===== src/rtl/strobe_bridge_pkg.sv =====
package strobe_bridge_pkg;

  typedef enum logic [1:0] {
    XFER_NONE  = 2'd0,
    XFER_READ  = 2'd1,
    XFER_WRITE = 2'd2
  } xfer_kind_e;

  localparam int unsigned MIN_SYNC_STAGES = 2;

endpackage


===== src/rtl/wr_half_delay.sv =====
// Captures the host write strobe on the falling clock edge, giving the
// half-cycle lag that lets write data settle before the data strobe.
module wr_half_delay (
  input  logic clk,
  input  logic rst,
  input  logic wr_n,
  output logic wr_late_n
);

  always_ff @(negedge clk) begin
    if (rst) begin
      wr_late_n <= 1'b1;
    end else begin
      wr_late_n <= wr_n;
    end
  end

endmodule


===== src/rtl/ack_sync.sv =====
// Multi-stage synchroniser for the asynchronous active-low acknowledge.
module ack_sync #(
  parameter int unsigned STAGES = 2
) (
  input  logic clk,
  input  logic rst,
  input  logic ack_n,
  output logic ack_seen
);

  logic [STAGES-1:0] chain;

  always_ff @(posedge clk) begin
    if (rst) begin
      chain[0] <= 1'b0;
    end else begin
      chain[0] <= ~ack_n;
    end
  end

  for (genvar g = 1; g < STAGES; g++) begin : g_stage
    always_ff @(posedge clk) begin
      if (rst) begin
        chain[g] <= 1'b0;
      end else begin
        chain[g] <= chain[g-1];
      end
    end
  end

  assign ack_seen = chain[STAGES-1];

endmodule


===== src/rtl/strobe_gen.sv =====
// Forms the single data strobe from split host strobes.
module strobe_gen
  import strobe_bridge_pkg::*;
(
  input  logic sel_n,
  input  logic rd_n,
  input  logic wr_n,
  input  logic wr_late_n,
  output logic ds_n
);

  xfer_kind_e kind;

  always_comb begin
    if (sel_n) begin
      kind = XFER_NONE;
    end else if (!rd_n) begin
      kind = XFER_READ;
    end else if (!wr_n) begin
      kind = XFER_WRITE;
    end else begin
      kind = XFER_NONE;
    end
  end

  always_comb begin
    unique case (kind)
      XFER_READ:  ds_n = 1'b0;
      XFER_WRITE: ds_n = wr_late_n;
      default:    ds_n = 1'b1;
    endcase
  end

endmodule


===== src/rtl/ready_gen.sv =====
// Holds host ready low while the peripheral is selected and unacknowledged.
module ready_gen (
  input  logic sel_n,
  input  logic ack_seen,
  output logic rdy
);

  always_comb begin
    rdy = sel_n | ack_seen;
  end

endmodule


===== src/rtl/strobe_bridge.sv =====
module strobe_bridge
  import strobe_bridge_pkg::*;
#(
  parameter int unsigned ADDR_W      = 4,
  parameter int unsigned SYNC_STAGES = 2
) (
  input  logic              clk,
  input  logic              rst,
  input  logic              host_sel_n,
  input  logic              host_rd_n,
  input  logic              host_wr_n,
  input  logic              host_dir,
  input  logic [ADDR_W-1:0] host_addr,
  output logic              host_rdy,
  output logic              per_sel_n,
  output logic              per_ds_n,
  output logic              per_rw,
  output logic [ADDR_W-1:0] per_rs,
  input  logic              per_ack_n
);

  localparam int unsigned STAGES_EFF =
    (SYNC_STAGES < MIN_SYNC_STAGES) ? MIN_SYNC_STAGES : SYNC_STAGES;

  logic wr_late_n;
  logic ack_seen;

  wr_half_delay u_wr_delay (
    .clk       (clk),
    .rst       (rst),
    .wr_n      (host_wr_n),
    .wr_late_n (wr_late_n)
  );

  strobe_gen u_strobe (
    .sel_n     (host_sel_n),
    .rd_n      (host_rd_n),
    .wr_n      (host_wr_n),
    .wr_late_n (wr_late_n),
    .ds_n      (per_ds_n)
  );

  ack_sync #(.STAGES(STAGES_EFF)) u_ack_sync (
    .clk      (clk),
    .rst      (rst),
    .ack_n    (per_ack_n),
    .ack_seen (ack_seen)
  );

  ready_gen u_ready (
    .sel_n    (host_sel_n),
    .ack_seen (ack_seen),
    .rdy      (host_rdy)
  );

  assign per_rw    = ~host_dir;
  assign per_sel_n = host_sel_n;
  assign per_rs    = host_addr;

endmodule


===== config.mk =====
export PLATFORM = sky130hd
export DESIGN_NAME = strobe_bridge
export DESIGN_NICKNAME = d
export VERILOG_FILES = /design/src/rtl/strobe_bridge_pkg.sv /design/src/rtl/wr_half_delay.sv /design/src/rtl/ack_sync.sv /design/src/rtl/strobe_gen.sv /design/src/rtl/ready_gen.sv /design/src/rtl/strobe_bridge.sv
export SDC_FILE = /design/constraint.sdc
export NUM_CORES = 1
export LEC_CHECK = 0
export BUFFER_PORTS_ARGS = -buffer_cell sky130_fd_sc_hd__buf_2
export CAP_MARGIN = 10
export CORE_AREA = 2 2 39 41
export CTS_CLUSTER_SIZE = 8
export DETAILED_ROUTE_END_ITERATION = 7
export DIE_AREA = 0 0 41 43
export HOLD_SLACK_MARGIN = 0.05
export PLACE_DENSITY = 0.4
export SYNTH_ARGS = -nofsm -noshare
export SYNTH_HDL_FRONTEND = slang
export SYNTH_SLANG_ARGS = --single-unit

===== constraint.sdc =====
create_clock -name clk -period 0.8 [get_ports clk]
set_clock_uncertainty 0.05 [all_clocks]
set_input_delay 0.08 -clock clk [delete_from_list [all_inputs] [get_ports clk]]
set_output_delay 0.08 -clock clk [all_outputs]
set_load 0.01 [all_outputs]

==> flow_summary.toml <==
[clock_tree]
clk_latency_ps = 230
cts_buffers = 3
cts_tree = "done"
cts-root-buf = "clkbuf_4"
htree_levels = 1
cts_sinks = 3
cts.reportedPaths.clkPinSlew_ps = 40
post_cts_buffers = 0
cts_resized = 0
cts_buffer_depth = 2

[finish]
syn_to_final_growth_pct = 60.4
final_cells = 44
nNetsFinal = 40
diodes = 0
drive_gt1_share_pct = 53.6

[yosys]
synth_fp_nets = 27
synth_area_leader_cell = "dfxtp_1"
synth.avg_cell_area_um2 = 8.68
synthXorXnorAreaFrac_pct = 0
synth_top_cell_area_share_pct = 43.2
ys_warn_count = 0
synth.distinct_cells = 8
ys.flop_type = "dfxtp_1"
ys_top_cells_by_count = "5 x buf_4, 3 x dfxtp_1, 2 x inv_1, 2 x or2_1"
synth-compound-area-share_pct = 3.60
netlist_area_um2 = 139
muxShareOfSynthArea_pct = 0
synth_edf_count = 0
synth_top_family_by_area = "buffers and inverters"
yosysSeqAreaShare_pct = 43.2
synth.most_common_cell = "buf_4"
synthCells = 16
synth-simple-area-share_pct = 20.7
synthTopCellsByArea = "dfxtp_1 43%, buf_4 27%, or2_1 9.0%"
synth_fa_ha_area_share_pct = 0
ys_ff_latch = 3
synthArstFlopShare_pct = 0

[sta]
finalWorstSetupSlack_ps = -592
fin_tns_setup_ps = -762
rsz0062_at_grt = "true"
slew_headroom_pct = 93.5
setup_viol = 2
slew_violations = 0
hold_viol = 0
tightestPinTransition_ps = 97.2

[placed_design]
dp_hpwl_um = 267
port_buffers = 10
placedCellCount = 39
place_congestion = 0.559

[routing]
wl_per_cell_um = 7.59
vias = 123
remaining_drc_errors = 0
drtPass1Iterations = 2
wirelength_um = 334
ant_nets = 0
vias_per_cell = 2.80
drt_iter0_markers = 2

[global_route]
track_usage_pct = 4.92
grt_max_degree = 4
first_global_vias = 115
grt_pass1_wl_um = 462
grt_antenna_before_repair = 0
overflow = 0

[power_and_ir_drop]
clkPwrFrac_pct = 56.6
p_comb_share_pct = 11.3
powerDensity_mw_per_mm2 = 2230
peakVddDrop_v = 0.000803
p_int_uw = 386
p_switching_uw = 110
p_leak_nw = 0.115
seqPwrFrac_pct = 32.1
swShare_pct = 22.2

[setup_path]
crit_path_start_kind = "register"
crit_fanout = 1
crit_family = "flip-flops"
crit_path_top_delay_cell = "dfxtp_1"
critPathMaxStageDelay_ps = 280
crit_buf_inv = 1
critPathRequiredTime_ps = 670
cp.arrival_ps = 1260
crit_chain = "o21ai_1 -> nand2b_1 -> buf_2"
critPathKind = "reg2out"
endpoint_kind = "output port"

[run]
drv_cap = 0

[die]
rows = 14
io_pins = 19
start_util_pct = 10.0
core_mm2 = 0.00138
die_area_mm2 = 0.00176
die_width_um = 41
die_y_um = 43

[outcome]
violations = "setup timing"
status = "finished, violations left"

[hold_path]
min_path_type = "in2reg"
==> power groups by stage <==
stage               clock, mW  sequential, mW  combinational [mW]
floorplan              0.0156           0.161              0.0415
global placement       0.0156           0.161              0.0521
detailed placement     0.0156           0.161              0.0527
CTS                     0.303           0.159              0.0562
global route            0.328           0.159              0.0618
finish                  0.281           0.159              0.0558
==> registers in the layout, indices dropped and copies added, names as in the netlist <==
register and count:
u_ack_sync.ack_seen 1, u_ack_sync.chain 1, u_wr_delay.wr_late_n 1
==> cells in the final DEF (no fill, tap or decap), drive strengths merged <==
cell | synthesis | routed
buf | 5 | 12
clkbuf | 0 | 4
dfxtp | 3 | 3
dlygate4sd3 | 0 | 1
inv | 2 | 2
nand2b | 1 | 1
nor2 | 1 | 1
nor2b | 1 | 1
o21ai | 1 | 1
or2 | 2 | 2
==> layer usage <==
layer	GRT usage (%)	part of all wire, %
met1	3.86	43
met2	2.50	19
met3	9.95	34
met4	6.67	2.7
met5	0	0
==> final timing paths <==
kind / from / slack, ps / end / cells after the start
worst max-delay path: u_wr_delay.wr_late_n / -590 / per_ds_n / 3
worst min-delay path: rst / 60 / u_ack_sync.chain[0] / 3
worst max register to register: u_ack_sync.chain[0] / 250 / u_ack_sync.ack_seen / 1
worst min register to register: u_ack_sync.chain[0] / 380 / u_ack_sync.ack_seen / 1
==> timing repair <==
item / CTS / global route
setup endpoints to repair: 2 / 2
pin swaps: 1 / 0
hold buffers: 1 / 0
hold endpoints to repair: 1 / 0
==> logic make-up (layout without fill, tap and decap cells) <==
| family | Yosys count | count (layout) |
|---|---|---|
| buffers and inverters | 7 | 19 |
| AO/OA/AOI/OAI | 1 | 1 |
| AND/OR/NAND/NOR | 5 | 5 |
| flip-flops | 3 | 3 |
==> tightest hold or removal path, delay by kind of cell <==
family                 cells  cell delay [ps]
buffers and inverters      2              180
AND/OR/NAND/NOR            1               30
==> stage by stage <==
| step | utilization (%) | total power [mW] | worst slack, ps | cell area (um^2) | hold slack (ps) |
|---|---|---|---|---|---|
| after CTS | 16.1 | 0.519 | -611 | 223 | 49.3 |
| final | 16.1 | 0.496 | -592 | 223 | 57.1 |
| after detailed placement | 13.5 | 0.230 | -304 | 186 | 110 |
| after floorplan | - | 0.218 | -206 | 139 | 96.7 |
| after global placement | 13.5 | 0.229 | -309 | 186 | 110 |
| after global routing | 16.1 | 0.549 | -673 | 223 | 53.8 |
==> final cells by class <==
class	instances	area, um^2
Fill cell	159	1160
Multi-Input combinational cell	6	33.8
Inverter	1	3.75
Clock inverter	1	3.75
Tap cell	16	20.0
Sequential cell	3	60.1
Timing Repair Buffer	13	75.1
Clock buffer	4	26.3
Note: power is estimated with default switching activity, not from simulation.
